**src/rtl/dbl_lfsr_pkg.sv**
```systemverilog
package dbl_lfsr_pkg;

  localparam int unsigned MinWidth = 2;
  localparam int unsigned MaxWidth = 32;

  // Top bit always set; other set bits k mean feedback is XORed into stage k+1.
  function automatic logic [31:0] tap_table(input int unsigned w);
    case (w)
      2:       return 32'h0000_0003;
      3:       return 32'h0000_0005;
      4:       return 32'h0000_000C;
      5:       return 32'h0000_0014;
      6:       return 32'h0000_0030;
      7:       return 32'h0000_0060;
      8:       return 32'h0000_00B8;
      9:       return 32'h0000_0110;
      10:      return 32'h0000_0240;
      11:      return 32'h0000_0500;
      12:      return 32'h0000_0829;
      13:      return 32'h0000_100D;
      14:      return 32'h0000_2015;
      15:      return 32'h0000_6000;
      16:      return 32'h0000_D008;
      17:      return 32'h0001_2000;
      18:      return 32'h0002_0400;
      19:      return 32'h0004_0023;
      20:      return 32'h0009_0000;
      21:      return 32'h0014_0000;
      22:      return 32'h0030_0000;
      23:      return 32'h0042_0000;
      24:      return 32'h00E1_0000;
      25:      return 32'h0120_0000;
      26:      return 32'h0200_0023;
      27:      return 32'h0400_0013;
      28:      return 32'h0900_0000;
      29:      return 32'h1400_0000;
      30:      return 32'h2000_0029;
      31:      return 32'h4800_0000;
      32:      return 32'h8000_0062;
      default: return 32'h0000_0000;
    endcase
  endfunction

  // Successor of the all-zero state: low taps shifted up, bit 0 set.
  function automatic logic [31:0] zero_successor(input int unsigned w);
    logic [63:0] low_mask;
    low_mask = (64'd1 << (w - 1)) - 64'd1;
    return 32'(((64'(tap_table(w)) & low_mask) << 1) | 64'd1);
  endfunction

endpackage

```
**src/rtl/dbl_zero_detect.sv**
```systemverilog
module dbl_zero_detect #(
  parameter int unsigned W = 8
) (
  input  logic [W-2:0] low_i,
  output logic         zero_o
);
  assign zero_o = ~|low_i;
endmodule

```
**src/rtl/dbl_galois_step.sv**
```systemverilog
module dbl_galois_step #(
  parameter int unsigned    W    = 8,
  parameter logic [W-1:0]   TAPS = '0
) (
  input  logic [W-1:0] state_i,
  input  logic         zero_low_i,
  output logic [W-1:0] next_o
);
  logic fb;

  assign fb        = state_i[W-1] ^ zero_low_i;
  assign next_o[0] = fb;

  for (genvar k = 1; k < W; k++) begin : g_stage
    if (TAPS[k-1]) begin : g_tap
      assign next_o[k] = state_i[k-1] ^ fb;
    end else begin : g_pass
      assign next_o[k] = state_i[k-1];
    end
  end
endmodule

```
**src/rtl/dbl_state_reg.sv**
```systemverilog
module dbl_state_reg #(
  parameter int unsigned W = 8
) (
  input  logic         clk_i,
  input  logic         rst_ni,
  input  logic [W-1:0] d_i,
  output logic [W-1:0] q_o
);
  always_ff @(posedge clk_i or negedge rst_ni) begin
    if (!rst_ni) q_o <= '0;
    else         q_o <= d_i;
  end
endmodule

```
**src/rtl/dbl_lfsr.sv**
```systemverilog
module dbl_lfsr
  import dbl_lfsr_pkg::*;
#(
  parameter int unsigned WIDTH = 8
) (
  input  logic             clk_i,
  input  logic             rst_ni,
  output logic [WIDTH-1:0] state_o
);
  localparam logic [31:0]      TapAll = tap_table(WIDTH);
  localparam logic [WIDTH-1:0] Taps   = TapAll[WIDTH-1:0];

  if (WIDTH < MinWidth || WIDTH > MaxWidth) begin : g_bad_width
    $fatal(1, "dbl_lfsr: WIDTH must be within 2..32");
  end

  logic [WIDTH-1:0] state_q;
  logic [WIDTH-1:0] state_d;
  logic             zero_low;

  dbl_zero_detect #(.W(WIDTH)) i_zero (
    .low_i  (state_q[WIDTH-2:0]),
    .zero_o (zero_low)
  );

  dbl_galois_step #(.W(WIDTH), .TAPS(Taps)) i_step (
    .state_i    (state_q),
    .zero_low_i (zero_low),
    .next_o     (state_d)
  );

  dbl_state_reg #(.W(WIDTH)) i_reg (
    .clk_i  (clk_i),
    .rst_ni (rst_ni),
    .d_i    (state_d),
    .q_o    (state_q)
  );

  assign state_o = state_q;
endmodule

```
**config.mk**
```make
export PLATFORM = sky130hd
export DESIGN_NAME = dbl_lfsr
export DESIGN_NICKNAME = d
export VERILOG_FILES = /design/src/rtl/dbl_lfsr_pkg.sv /design/src/rtl/dbl_zero_detect.sv /design/src/rtl/dbl_galois_step.sv /design/src/rtl/dbl_state_reg.sv /design/src/rtl/dbl_lfsr.sv
export SDC_FILE = /design/constraint.sdc
export NUM_CORES = 1
export LEC_CHECK = 0
export BUFFER_PORTS_ARGS = -buffer_cell sky130_fd_sc_hd__buf_2
export CORE_AREA = 4 4 41 43
export DETAILED_ROUTE_END_ITERATION = 7
export DIE_AREA = 0 0 45 47
export PLACE_DENSITY = 0.53
export SLEW_MARGIN = 30
export SYNTH_ARGS = -nofsm -noshare
export SYNTH_HDL_FRONTEND = slang
export SYNTH_SLANG_ARGS = --single-unit
```
**constraint.sdc**
```tcl
create_clock -name clk_i -period 2.5 [get_ports clk_i]
set_input_delay 0.75 -clock clk_i [delete_from_list [all_inputs] [get_ports clk_i]]
set_output_delay 0.75 -clock clk_i [all_outputs]
set_load 0.005 [all_outputs]
```
# Word-level counts from Yosys, hierarchy flattened
# Index checks and enable logic that the tools add are counted.
# totals
elab_cells	7
regBits	8
out_inout_bits	8
# classes
reduce_logical	2
bitwise_logic	4
# op_table
cell	n
OR reduction 7 bit	1
XOR 1 bit	4
zero test 1 bit	1

# Longest topological paths before layout
# logic_depth
ltp_word	4
ltp_mapped	3
depth_no_buf	3

# Modules after synthesis
# Synthesis repeated with hierarchy kept, for this count alone.
# unflattened
hier_cells	20
area_unflattened_um2	342.8
# modules_own_cells
module	instances	area_per_inst_um2	cells_per_inst
dbl_state_reg	1	200.2	8
dbl_galois_step	1	122.6	10
dbl_zero_detect	1	20.0	2

# Worst setup path before layout
# No wires, ideal clock.
# synth_timing
path_kind	reg2out
start	reg i_reg.q_o[6]
end	out state_o[6]
stages_incl_launch_ff	2
slack_ns	1.219
t_arrival_ns	0.531
cell_sequence	dfrtp_1 > buf_4
# synth_lines
element	line	rtl
start, declared	dbl_state_reg.sv:7	output logic [W-1:0] q_o
start signal, assigned	dbl_state_reg.sv:11	else q_o <= d_i;
end, declared	dbl_lfsr.sv:8	output logic [WIDTH-1:0] state_o
# No word-level cell between the ends.

# Worst setup path after layout
# layout_timing
start	reg i_reg.q_o[7]
end	out state_o[7]
# No word-level cell between the ends.

==> out/qor.yml <==
outcome: "finished clean"
initial_core_util_pct: 24.9
hold_viol: 0
tns_ns: 0
max_vdd_drop_mv: 0.255
power.net_switching_uw: 45.5
crit_path_start_kind: "flop"
yosysUniqueCellTypes: 8
largest_register_ff_count: 8
finalSetupViolCount: 0
synth_top_area_share_pct: 61.8
syn_to_final_growth_pct: 16.2
layout-drive-gt1-share_pct: 40.6
ant_nets: 0
slew_headroom_pct: 81.4
count_of_standard_cell_rows: 13
core_area_um2: 1300
diodes: 0
finalNetCount: 36
fmaxAchievable_mhz: 618
synthesis.nets: 27
final.setup.worst_slack_ns: 0.883
syn_area_per_cell_um2: 13.0
worstReg2RegEnd: "i_reg.q_o[6]$_DFF_PN0_"
wire_length_of_the_first_global_routing_pass_mm: 1.05
seq_power_share_pct: 56.2
seqCellArea_um2: 200
power_frac_comb_pct: 1.3
numCtsBuffers: 3
critical_path_buf_inv_count: 1
buffer_ports.inserted: 9
number_of_resized_instances_in_the_post_cts_repair_step: 0
worstPathRequired_ns: 1.75
fin_crit_ns: 1.62
worst-endpoint-arrival_ns: 0.87
vias_per_cell: 4.32
most-common-layout-cells: "sky130_fd_sc_hd__buf_2, sky130_fd_sc_hd__dfrtp_1, sky130_fd_sc_hd__xnor2_1"
power.static_leakage_nw: 0.165
slew_at_the_pin_closest_to_its_max_slew_limit_ns: 0.277
drt_wl_total_um: 639
holdCritPathClass: "input port to asynchronous set/reset pin"
grtUsageTotal_pct: 7.64
syn-instance-count: 25
worst_path_dominant_cell_family: "flip-flops"
clkPwrFrac_pct: 42.5
synth.top_cells.by_area: "sky130_fd_sc_hd__dfrtp_1, sky130_fd_sc_hd__xnor2_1, sky130_fd_sc_hd__buf_4, sky130_fd_sc_hd__nor4_4, sky130_fd_sc_hd__a21oi_1"
post_drt_wl_per_cell_um: 13.6
cpPeakStageDelay_ns: 0.46
clk_pin_slew_worst_paths_ns: 0.05
grt_antenna_before_repair: 0
layout.cells.most_common: "sky130_fd_sc_hd__buf_2"
number_of_vias_after_detailed_routing: 203
numClockSinks: 8
reg2reg_from: "i_reg.q_o[6]$_DFF_PN0_"
die-area_um2: 2120
path_max_fanout: 5
drtPass1Iterations: 4
top_regs: "i_reg.q_o: 8 flops"
tritoncts_clock_tree: "done"
fp.dieW_um: 45
cts_setup_buffers: 0
dr.first_iter.drc_count: 6
end_kind: "output pin"
design.portCount: 10
crit_type: "flop to output pin"
multiInputGateArea_um2: 90.1
timing.critical_path.depth: 1
timing.reg2reg.worst_path_depth: 3
n_fill_cell: 142
unrepaired_setup_endpoints_after_global_routing: "no"
htree_levels: 1
max_cap_viols: 0
grt_start_max_net_pins: 9
cpMaxStageDelayCell: "sky130_fd_sc_hd__dfrtp_1"
clock_insertion_delay_worst_skew_ns: 0.25
gp_routability_congestion: 0.803
drc: 0
cts-root-to-sink-buffers: 2
netlist_area_um2: 324
power_density_nw_per_um2: 612
regMostFlops: "i_reg.q_o"
post-route-period-util_pct: 64.7
power.switching_fraction_pct: 19.7
ys_warn_count: 0
drv_slew: 0
die_height_um: 47
grt_remaining_overflow: 0
cp-startpoint: "i_reg.q_o[7]$_DFF_PN0_"
reg2reg_setup_slack_ns: 1.32
synth_sequential_area_ratio_pct: 61.8
final.setup_skew_ns: 0.00287
synth_largest_area_cell: "sky130_fd_sc_hd__dfrtp_1"
root_buffer: "sky130_fd_sc_hd__clkbuf_4"
dpl_worst_slack_ns: 1.15
yosys_register_bits: 8
via_count_of_the_first_global_routing_pass: 226
holdBufCountCts: 0
cp_cell_sequence: "buf_2"
intPower_uw: 185
==> layout make-up <==
| cell class | instances | area share (%) |
|---|---|---|
| flip-flops and latches | 8 | 53.2 |
| multi-input cells | 12 | 23.9 |
| repair buffers | 9 | 12.0 |
| clock buffers | 3 | 5.98 |
| well taps | 15 | 4.98 |
==> worst max-delay path by stage <==
| stage | end | slack (ns) |
|---|---|---|
| global route | state_o[7] | 0.84 |
| floorplan | state_o[6] | 1.22 |
| CTS | state_o[7] | 0.87 |
| finish | state_o[7] | 0.88 |
| global placement | state_o[7] | 1.17 |
| detailed placement | state_o[7] | 1.15 |
==> through the flow <==
step	instance area (um2)	instances	utilization (%)	total power, mW	hold WS (ns)
2_1_floorplan	324	25	-	0.132	0.428
3_3_place_gp	354	44	27.2	0.135	0.437
3_5_place_dp	354	44	27.2	0.135	0.442
4_1_cts	377	47	28.9	0.237	0.323
5_1_grt	377	47	28.9	0.243	0.332
6_report	377	47	28.9	0.231	0.329
==> cells in the mapped netlist <==
master / count
sky130_fd_sc_hd__nand3b_1: 1
sky130_fd_sc_hd__clkbuf_1: 1
sky130_fd_sc_hd__dfrtp_1: 8
sky130_fd_sc_hd__nor4_4: 1
sky130_fd_sc_hd__nor2_1: 3
sky130_fd_sc_hd__buf_4: 4
sky130_fd_sc_hd__xnor2_1: 4
sky130_fd_sc_hd__a21oi_1: 3
==> power groups by stage <==
stage | registers, mW | clock network [mW] | logic [mW]
2_1_floorplan | 0.132 | 0 | 0.0000000424
3_3_place_gp | 0.132 | 0 | 0.00286
3_5_place_dp | 0.132 | 0 | 0.00323
4_1_cts | 0.130 | 0.104 | 0.00323
5_1_grt | 0.129 | 0.110 | 0.00369
6_report | 0.130 | 0.0980 | 0.00297
==> cell families after synthesis <==
group,synth area share (%)
DFF,61.8
and+or+nand+nor,12.4
buffers and inverters,10.4
xor gates and xnor gates,10.8
AOI/OAI and AO/OA,4.63
==> layer usage <==
| layer | global-route usage [%] | vias up | share of wire, % | wire length, um |
|---|---|---|---|---|
| met4 | 5.26 | 0 | 0 | 0 |
| met3 | 4.21 | 0 | 9.7 | 62 |
| met2 | 11.9 | 12 | 49 | 315 |
| met5 | 0 | - | 0 | 0 |
| met1 | 7.91 | 101 | 41 | 261 |
| li1 | - | 90 | - | - |
Note: power is estimated with default switching activity, not from simulation.
